`src/rtl/nor_cmd_pkg.sv`:
```
`timescale 1ns/1ps
package nor_cmd_pkg;
    localparam int CMD_W   = 4;
    localparam int MODE_W  = 3;
    localparam int KEY_W   = 11;
    localparam int LSB_W   = KEY_W + 1;
    localparam int NUM_OPS = 11;

    localparam logic [KEY_W-1:0] W_CMD_KEY = 11'h555;
    localparam logic [KEY_W-1:0] W_UNL_KEY = 11'h2AA;
    localparam logic [LSB_W-1:0] B_CMD_KEY = 12'hAAA;
    localparam logic [LSB_W-1:0] B_UNL_KEY = 12'h555;

    localparam int OPI_AA = 0;
    localparam int OPI_55 = 1;
    localparam int OPI_F0 = 2;
    localparam int OPI_90 = 3;
    localparam int OPI_A0 = 4;
    localparam int OPI_20 = 5;
    localparam int OPI_80 = 6;
    localparam int OPI_10 = 7;
    localparam int OPI_30 = 8;
    localparam int OPI_B0 = 9;
    localparam int OPI_00 = 10;

    typedef enum logic [CMD_W-1:0] {
        CMD_NONE       = 4'd0,
        CMD_RESET      = 4'd1,
        CMD_IDENT      = 4'd2,
        CMD_PROG       = 4'd3,
        CMD_BYP_ENTER  = 4'd4,
        CMD_BYP_PROG   = 4'd5,
        CMD_BYP_RESET  = 4'd6,
        CMD_CHIP_ERASE = 4'd7,
        CMD_BLK_ERASE  = 4'd8,
        CMD_SUSPEND    = 4'd9,
        CMD_RESUME     = 4'd10
    } nor_cmd_e;

    typedef enum logic [MODE_W-1:0] {
        MD_READ    = 3'd0,
        MD_IDENT   = 3'd1,
        MD_BYPASS  = 3'd2,
        MD_BUSY    = 3'd3,
        MD_SUSPEND = 3'd4
    } nor_mode_e;

    typedef enum logic [1:0] {
        BASE_READ  = 2'd0,
        BASE_IDENT = 2'd1,
        BASE_BYP   = 2'd2
    } base_e;

    typedef enum logic [3:0] {
        SQ_IDLE, SQ_U1, SQ_U2, SQ_PROG, SQ_E3, SQ_E4, SQ_E5, SQ_BP, SQ_BR
    } seq_e;

    typedef struct packed {
        logic               at_cmd;
        logic               at_unl;
        logic [NUM_OPS-1:0] op;
    } wr_class_t;

    function automatic logic [7:0] op_code(int idx);
        case (idx)
            OPI_AA:  return 8'hAA;
            OPI_55:  return 8'h55;
            OPI_F0:  return 8'hF0;
            OPI_90:  return 8'h90;
            OPI_A0:  return 8'hA0;
            OPI_20:  return 8'h20;
            OPI_80:  return 8'h80;
            OPI_10:  return 8'h10;
            OPI_30:  return 8'h30;
            OPI_B0:  return 8'hB0;
            default: return 8'h00;
        endcase
    endfunction

    function automatic logic key_hit(logic [LSB_W-1:0] lsbs, logic bmode,
                                     logic [KEY_W-1:0] wkey, logic [LSB_W-1:0] bkey);
        if (bmode) return lsbs == bkey;
        return lsbs[KEY_W-1:0] == wkey;
    endfunction

    function automatic nor_mode_e pick_mode(logic busy, base_e base, logic susp);
        if (busy)              return MD_BUSY;
        if (base == BASE_IDENT) return MD_IDENT;
        if (susp)              return MD_SUSPEND;
        if (base == BASE_BYP)  return MD_BYPASS;
        return MD_READ;
    endfunction
endpackage

```
`src/rtl/nor_cmd_classify.sv`:
```
`timescale 1ns/1ps
module nor_cmd_classify
    import nor_cmd_pkg::*;
(
    input  logic [LSB_W-1:0] addr_lsbs,
    input  logic [7:0]       data_lo,
    input  logic             byte_mode,
    output wr_class_t        cls
);
    logic [NUM_OPS-1:0] op_hit;

    for (genvar gi = 0; gi < NUM_OPS; gi++) begin : g_op
        assign op_hit[gi] = (data_lo == op_code(gi));
    end

    assign cls = '{
        at_cmd: key_hit(addr_lsbs, byte_mode, W_CMD_KEY, B_CMD_KEY),
        at_unl: key_hit(addr_lsbs, byte_mode, W_UNL_KEY, B_UNL_KEY),
        op:     op_hit
    };
endmodule

```
`src/rtl/nor_cmd_seq.sv`:
```
`timescale 1ns/1ps
module nor_cmd_seq
    import nor_cmd_pkg::*;
(
    input  logic      clk,
    input  logic      rst,
    input  logic      wr_strobe,
    input  wr_class_t cls,
    input  logic      in_bypass,
    input  logic      suspended,
    input  logic      ctl_busy,
    input  logic      blk_op,
    output logic      ev_valid,
    output nor_cmd_e  ev_cmd,
    output logic      ev_break
);
    seq_e state_q, state_d;
    logic aa_cmd, u55;

    assign aa_cmd = cls.at_cmd && cls.op[OPI_AA];
    assign u55    = cls.at_unl && cls.op[OPI_55];

    always_comb begin
        state_d  = state_q;
        ev_valid = 1'b0;
        ev_cmd   = CMD_NONE;
        ev_break = 1'b0;
        if (wr_strobe) begin
            if (ctl_busy) begin
                state_d = SQ_IDLE;
                if (blk_op && cls.op[OPI_B0]) begin
                    ev_valid = 1'b1; ev_cmd = CMD_SUSPEND;
                end else if (blk_op && cls.op[OPI_F0]) begin
                    ev_valid = 1'b1; ev_cmd = CMD_RESET;
                end
            end else if (in_bypass) begin
                state_d = SQ_IDLE;
                case (state_q)
                    SQ_BP: begin
                        ev_valid = 1'b1; ev_cmd = CMD_BYP_PROG;
                    end
                    SQ_BR: begin
                        if (cls.op[OPI_00]) begin
                            ev_valid = 1'b1; ev_cmd = CMD_BYP_RESET;
                        end
                    end
                    default: begin
                        if (cls.op[OPI_A0])      state_d = SQ_BP;
                        else if (cls.op[OPI_90]) state_d = SQ_BR;
                    end
                endcase
            end else if (state_q == SQ_PROG) begin
                state_d  = SQ_IDLE;
                ev_valid = 1'b1; ev_cmd = CMD_PROG;
            end else if (cls.op[OPI_F0]) begin
                state_d  = SQ_IDLE;
                ev_valid = 1'b1; ev_cmd = CMD_RESET;
            end else begin
                state_d  = SQ_IDLE;
                ev_break = 1'b1;
                case (state_q)
                    SQ_IDLE: begin
                        if (aa_cmd) begin
                            state_d = SQ_U1; ev_break = 1'b0;
                        end else if (cls.op[OPI_30] && suspended) begin
                            ev_valid = 1'b1; ev_cmd = CMD_RESUME; ev_break = 1'b0;
                        end
                    end
                    SQ_U1: if (u55) begin state_d = SQ_U2; ev_break = 1'b0; end
                    SQ_U2: begin
                        if (cls.at_cmd) begin
                            if (cls.op[OPI_90]) begin
                                ev_valid = 1'b1; ev_cmd = CMD_IDENT; ev_break = 1'b0;
                            end else if (cls.op[OPI_A0]) begin
                                state_d = SQ_PROG; ev_break = 1'b0;
                            end else if (cls.op[OPI_20] && !suspended) begin
                                ev_valid = 1'b1; ev_cmd = CMD_BYP_ENTER; ev_break = 1'b0;
                            end else if (cls.op[OPI_80] && !suspended) begin
                                state_d = SQ_E3; ev_break = 1'b0;
                            end
                        end
                    end
                    SQ_E3: if (aa_cmd) begin state_d = SQ_E4; ev_break = 1'b0; end
                    SQ_E4: if (u55) begin state_d = SQ_E5; ev_break = 1'b0; end
                    SQ_E5: begin
                        if (cls.at_cmd && cls.op[OPI_10]) begin
                            ev_valid = 1'b1; ev_cmd = CMD_CHIP_ERASE; ev_break = 1'b0;
                        end else if (cls.op[OPI_30]) begin
                            ev_valid = 1'b1; ev_cmd = CMD_BLK_ERASE; ev_break = 1'b0;
                        end
                    end
                    default: ;
                endcase
            end
        end
    end

    always_ff @(posedge clk) begin
        if (rst) state_q <= SQ_IDLE;
        else     state_q <= state_d;
    end

    // a running program or chip erase lets nothing through
    p_busy_quiet_r8: assert property (@(posedge clk) disable iff (rst)
        (wr_strobe && ctl_busy && !blk_op) |-> !ev_valid);

    // bypass mode issues only its two shortened commands
    p_bypass_two_only_r7: assert property (@(posedge clk) disable iff (rst)
        (ev_valid && in_bypass && !ctl_busy) |->
        (ev_cmd == CMD_BYP_PROG || ev_cmd == CMD_BYP_RESET));

    // resume only while suspended
    p_resume_needs_susp_r10: assert property (@(posedge clk) disable iff (rst)
        (ev_valid && ev_cmd == CMD_RESUME) |-> suspended);
endmodule

```
`src/rtl/nor_cmd_mode.sv`:
```
`timescale 1ns/1ps
module nor_cmd_mode
    import nor_cmd_pkg::*;
(
    input  logic      clk,
    input  logic      rst,
    input  logic      ev_valid,
    input  nor_cmd_e  ev_cmd,
    input  logic      ev_break,
    input  logic      ctl_busy,
    output logic      in_bypass,
    output logic      suspended,
    output logic      blk_op,
    output nor_mode_e mode
);
    base_e base_q;
    logic  susp_q, blk_q;

    always_ff @(posedge clk) begin
        if (rst) begin
            base_q <= BASE_READ;
            susp_q <= 1'b0;
            blk_q  <= 1'b0;
        end else if (ev_valid) begin
            case (ev_cmd)
                CMD_RESET:      base_q <= BASE_READ;
                CMD_IDENT:      base_q <= BASE_IDENT;
                CMD_PROG:       begin base_q <= BASE_READ; blk_q <= 1'b0; end
                CMD_BYP_ENTER:  base_q <= BASE_BYP;
                CMD_BYP_PROG:   blk_q <= 1'b0;
                CMD_BYP_RESET:  base_q <= BASE_READ;
                CMD_CHIP_ERASE: begin base_q <= BASE_READ; blk_q <= 1'b0; end
                CMD_BLK_ERASE:  begin base_q <= BASE_READ; blk_q <= 1'b1; end
                CMD_SUSPEND:    susp_q <= 1'b1;
                CMD_RESUME:     begin base_q <= BASE_READ; susp_q <= 1'b0; blk_q <= 1'b1; end
                default: ;
            endcase
        end else if (ev_break) begin
            base_q <= BASE_READ;
        end
    end

    assign in_bypass = (base_q == BASE_BYP);
    assign suspended = susp_q;
    assign blk_op    = blk_q;
    assign mode      = pick_mode(ctl_busy, base_q, susp_q);

    // suspension is entered only through a suspend pulse
    p_susp_entry_r9: assert property (@(posedge clk) disable iff (rst)
        $rose(susp_q) |-> $past(ev_valid && ev_cmd == CMD_SUSPEND));
endmodule

```
`src/rtl/nor_cmd_decoder.sv`:
```
`timescale 1ns/1ps
module nor_cmd_decoder
    import nor_cmd_pkg::*;
#(
    parameter int ADDR_W = 18,
    parameter int DATA_W = 16
) (
    input  logic              clk,
    input  logic              rst,
    input  logic              wr_strobe,
    input  logic [ADDR_W-1:0] wr_addr,
    input  logic [DATA_W-1:0] wr_data,
    input  logic              byte_mode,
    input  logic              ctl_busy,
    output logic              cmd_valid_o,
    output logic [CMD_W-1:0]  cmd_o,
    output logic [ADDR_W-1:0] cmd_addr_o,
    output logic [DATA_W-1:0] cmd_data_o,
    output logic [MODE_W-1:0] mode_o
);
    wr_class_t cls;
    logic      ev_valid, ev_break, in_bypass, suspended, blk_op;
    nor_cmd_e  ev_cmd, cmd_q;
    nor_mode_e mode;

    nor_cmd_classify u_cls (
        .addr_lsbs (wr_addr[LSB_W-1:0]),
        .data_lo   (wr_data[7:0]),
        .byte_mode (byte_mode),
        .cls       (cls)
    );

    nor_cmd_seq u_seq (
        .clk       (clk),
        .rst       (rst),
        .wr_strobe (wr_strobe),
        .cls       (cls),
        .in_bypass (in_bypass),
        .suspended (suspended),
        .ctl_busy  (ctl_busy),
        .blk_op    (blk_op),
        .ev_valid  (ev_valid),
        .ev_cmd    (ev_cmd),
        .ev_break  (ev_break)
    );

    nor_cmd_mode u_mode (
        .clk       (clk),
        .rst       (rst),
        .ev_valid  (ev_valid),
        .ev_cmd    (ev_cmd),
        .ev_break  (ev_break),
        .ctl_busy  (ctl_busy),
        .in_bypass (in_bypass),
        .suspended (suspended),
        .blk_op    (blk_op),
        .mode      (mode)
    );

    always_ff @(posedge clk) begin
        if (rst) begin
            cmd_valid_o <= 1'b0;
            cmd_q       <= CMD_NONE;
            cmd_addr_o  <= '0;
            cmd_data_o  <= '0;
        end else begin
            cmd_valid_o <= ev_valid;
            cmd_q       <= ev_cmd;
            if (ev_valid) begin
                cmd_addr_o <= wr_addr;
                cmd_data_o <= wr_data;
            end
        end
    end

    assign cmd_o  = cmd_q;
    assign mode_o = mode;

    // every pulse follows a strobed write on the previous cycle
    p_pulse_after_write_r11: assert property (@(posedge clk) disable iff (rst)
        cmd_valid_o |-> $past(wr_strobe));

    // a reset outside a busy period lands in read or suspended mode
    p_reset_lands_read_r5: assert property (@(posedge clk) disable iff (rst)
        (cmd_valid_o && cmd_o == CMD_RESET && !ctl_busy) |->
        (mode_o == MD_READ || mode_o == MD_SUSPEND));

    // identifier mode holds while no write arrives
    p_ident_hold_r3: assert property (@(posedge clk) disable iff (rst)
        (mode_o == MD_IDENT && !wr_strobe) |=> (mode_o == MD_IDENT || ctl_busy));
endmodule

```
`config.mk`:
```
export PLATFORM = sky130hd
export DESIGN_NAME = nor_cmd_decoder
export DESIGN_NICKNAME = d
export VERILOG_FILES = /design/src/rtl/nor_cmd_pkg.sv /design/src/rtl/nor_cmd_classify.sv /design/src/rtl/nor_cmd_seq.sv /design/src/rtl/nor_cmd_mode.sv /design/src/rtl/nor_cmd_decoder.sv
export SDC_FILE = /design/constraint.sdc
export NUM_CORES = 1
export LEC_CHECK = 0
export ABC_AREA = 1
export BUFFER_PORTS_ARGS = -buffer_cell sky130_fd_sc_hd__buf_2
export CAP_MARGIN = 20
export CORE_MARGIN = 5
export CORE_UTILIZATION = 35
export DETAILED_ROUTE_END_ITERATION = 10
export GPL_TIMING_DRIVEN = 0
export PLACE_DENSITY = 0.68
export REMOVE_ABC_BUFFERS = 1
export SLEW_MARGIN = 5
export SYNTH_ARGS = -nofsm -noshare
export SYNTH_HDL_FRONTEND = slang
export SYNTH_SLANG_ARGS = --single-unit
```
`constraint.sdc`:
```
create_clock -name clk -period 2.5 [get_ports clk]
set_input_delay 0.125 -clock clk [delete_from_list [all_inputs] [get_ports clk]]
set_output_delay 0.125 -clock clk [all_outputs]
set_load 0.01 [all_outputs]
```
==> results.md <==
* Initial antenna violation count at 0
* Final Max Tran Viols at 0
* DRT Pass-1 Iters at 4
* Flops & latches, synth at 47
* Worst Setup Path Type: register to register
* Die X at between 90 and 100 um
* Endpoint class of the critical path: register
* Pwr/cell area at 516.4 nW/um^2
* CTS clock-pin slew for the worst setup and hold paths at 0.09 ns
* N_diodes at 0
* Post-synth EDFFs at 0
* Vias per inst at 4.736
* Syn Std Cell Area at 2539 um^2
* Final setup fails at 0
* Number of max-cap violations at 0
* Share of cells above drive strength 1 at 0.2571
* Area Growth Syn to Fin at 21.69%
* Root Driver: clkbuf_8
* H-tree depth at 2
* Post CTS Setup Buffer Count at 0
* Setup TNS at 0 ns
* Hold WC Path Type: input port to register
* Starting density of the core at 0.3538
* Fillers at 763
* Yosys cell types at 36
* Clk_lat worst skew at ~0.30 ns
* Worst clock skew at 0.004967 ns
* Final hold violation count at 0
* LEAKAGE at 0.001621 uW
* Core region area at 7176 um^2
* CTS resizes at 0
* Final WL at 6414 um
* Max_slew headroom at 0.3768
* Pre-CTS setup slack at 0.3879 ns
* Wire length per cell at roughly 12 um
* Die Span Y at ~95 um
* Vias at 2,624
* CP max FO at 44
* Highest clock rate at 465.8 MHz
* Hold_ws at 0.07617 ns
* Syn avg cell area at approximately 6.7 um^2
* Routed Antenna Nets at 0
* Async S/R FF share, synth at 0
* # hold bufs at CTS at 0
* Final WS setup at 0.3533 ns
* IO Count at 81
* Total track usage at 0.1453
* TritonCTS clock tree: built
* Num CTS Buffers at 5
* Synth area leaders: dfxtp_1, nor2_1, nand2_1, o21ai_0, inv_1
* Clock Tree Buf Depth at 2
* Sequential share of the synthesized area at 0.3706
* Grt ovf at 0
* Worst EP required at 2.73 ns
* Pin count of the biggest net entering global routing at 45
* Die area at 9056 um^2
* Outcome: finished, final reports clean
* Most common flop cell mapped by yosys: dfxtp_1
* Routability cong. at about 0.9
* NumNets Final at 493
* First-pass GRT wire length at 10,650 um
* Clock sink count at 47
* Hpwl dp at around 5000 um
* Syn Inst Count at 377
* Clock period minus worst slack at 2.147 ns
* Initial drt markers at 139
* Proportion of netlist area held by the largest area contributor at 0.3706
* Number of remaining DRC errors at 0
* FP Rows at 31
* Worst-Margin Slew at 0.9338 ns
* Largest area contributor in the netlist: dfxtp_1
* Worst EP arrival at 2.38 ns
* Worst vdd ir at between 0.0002 and 0.0003 V
* Synth Warn # at 0
* Crit share post-route at 0.8587
* Port-buffer cells at 80
* Vias in the first global route at 2,408
* RSZ-0062 raised after global routing: false
* Startpoint Class: register
cell type report:
type                    count  area, um^2  area share
clock buffers               6       82.58     0.02673
well taps                  99       123.9     0.04010
flip-flops and latches     47       940.9      0.3046
multi-input cells         273        1323      0.4281
clock inverters             2       35.03     0.01134
inverters                  47       183.9     0.05954
repair buffers             80       400.4      0.1296
cell usage in the layout (no fill, tap or decap), types with 2 or more instances in the layout:
| cell | n |
|---|---|
| inv_1 | 36 |
| nor3_1 | 4 |
| nor2_2 | 2 |
| nor2_1 | 84 |
| nand2_4 | 3 |
| nor4_1 | 2 |
| nand2_2 | 4 |
| nand3_1 | 23 |
| a21oi_1 | 17 |
| o21ai_0 | 37 |
| dfxtp_1 | 47 |
| o31ai_1 | 2 |
| nand2_1 | 66 |
| o21ai_1 | 6 |
| nand4_1 | 8 |
| clkbuf_8 | 6 |
| inv_2 | 10 |
| buf_2 | 80 |
logic make-up after synthesis:
group / synth area share
and+or+nand+nor: 0.3583
buffers and inverters: 0.1084
AOI/OAI and AO/OA: 0.1626
DFF: 0.3706
Yosys cell counts, types with 2 or more instances:
| master | count |
|---|---|
| nor2_1 | 84 |
| nand2_1 | 66 |
| dfxtp_1 | 47 |
| o21ai_0 | 37 |
| inv_1 | 36 |
| nand3_1 | 23 |
| a21oi_1 | 17 |
| inv_2 | 10 |
| nand4_1 | 8 |
| o21ai_1 | 6 |
| buf_6 | 5 |
| nand2_2 | 4 |
| nor3_1 | 4 |
| clkbuf_1 | 3 |
| nand2_4 | 3 |
| nor2_2 | 2 |
| nor4_1 | 2 |
| o31ai_1 | 2 |
flip-flops by register name, summed over array words and instances, names as in the netlist:
signal / cells
cmd_addr_o: 18
cmd_data_o: 16
cmd_o: 4
cmd_valid_o: 1
u_mode.base_q: 2
u_mode.blk_op: 1
u_mode.suspended: 1
u_seq.state_q: 4
worst max-delay path: stages, from the launching register on:
cell	delay (ns)
dfxtp_1	0.34
inv_1	0.09
nand2_1	0.11
nor3_1	0.30
nand4_1	0.20
nand3_1	0.13
nand2_1	0.07
nand2_2	0.07
nand2_4	0.19
inv_8	0.29
o21ai_0	0.12
a21oi_1	0.16
routing by layer:
metal / up-vias / routed length (um) / share of wire / track usage
li1: 1372 / - / - / -
met1: 1169 / 2932 / 0.46 / 0.1803
met2: 74 / 2883 / 0.45 / 0.2472
met3: 9 / 512 / 0.080 / 0.03157
met4: 0 / 87 / 0.014 / 0.05048
met5: - / 0 / 0 / 0
power by group:
part	leakage [uW]	switching [uW]	total (uW)	internal, uW
clock network	0.0000612	259	583	324
registers	0.000383	13.5	793	780
logic	0.00118	136	219	82.9
worst paths after layout:
| kind | from | end | slack [ns] | cells after the start |
|---|---|---|---|---|
| max | u_seq.state_q[0] | cmd_data_o[1] | 0.35 | 11 |
| max reg2reg | u_seq.state_q[0] | cmd_data_o[1] | 0.35 | 11 |
| min | wr_data[9] | cmd_data_o[9] | 0.08 | 3 |
| min reg2reg | u_mode.blk_op | u_mode.blk_op | 0.48 | 2 |
through the flow:
stage / total power, uW / cell area, um^2 / utilization / std cells
after CTS: 1620 / 3089 / 0.4305 / 554
after global placement: 1027 / 2972 / 0.4141 / 546
after detailed placement: 1032 / 2972 / 0.4141 / 546
final: 1595 / 3089 / 0.4305 / 554
after floorplan: 935.5 / 2447 / - / 367
after global routing: 1683 / 3089 / 0.4305 / 554
Power figures use the tool's default switching activity.
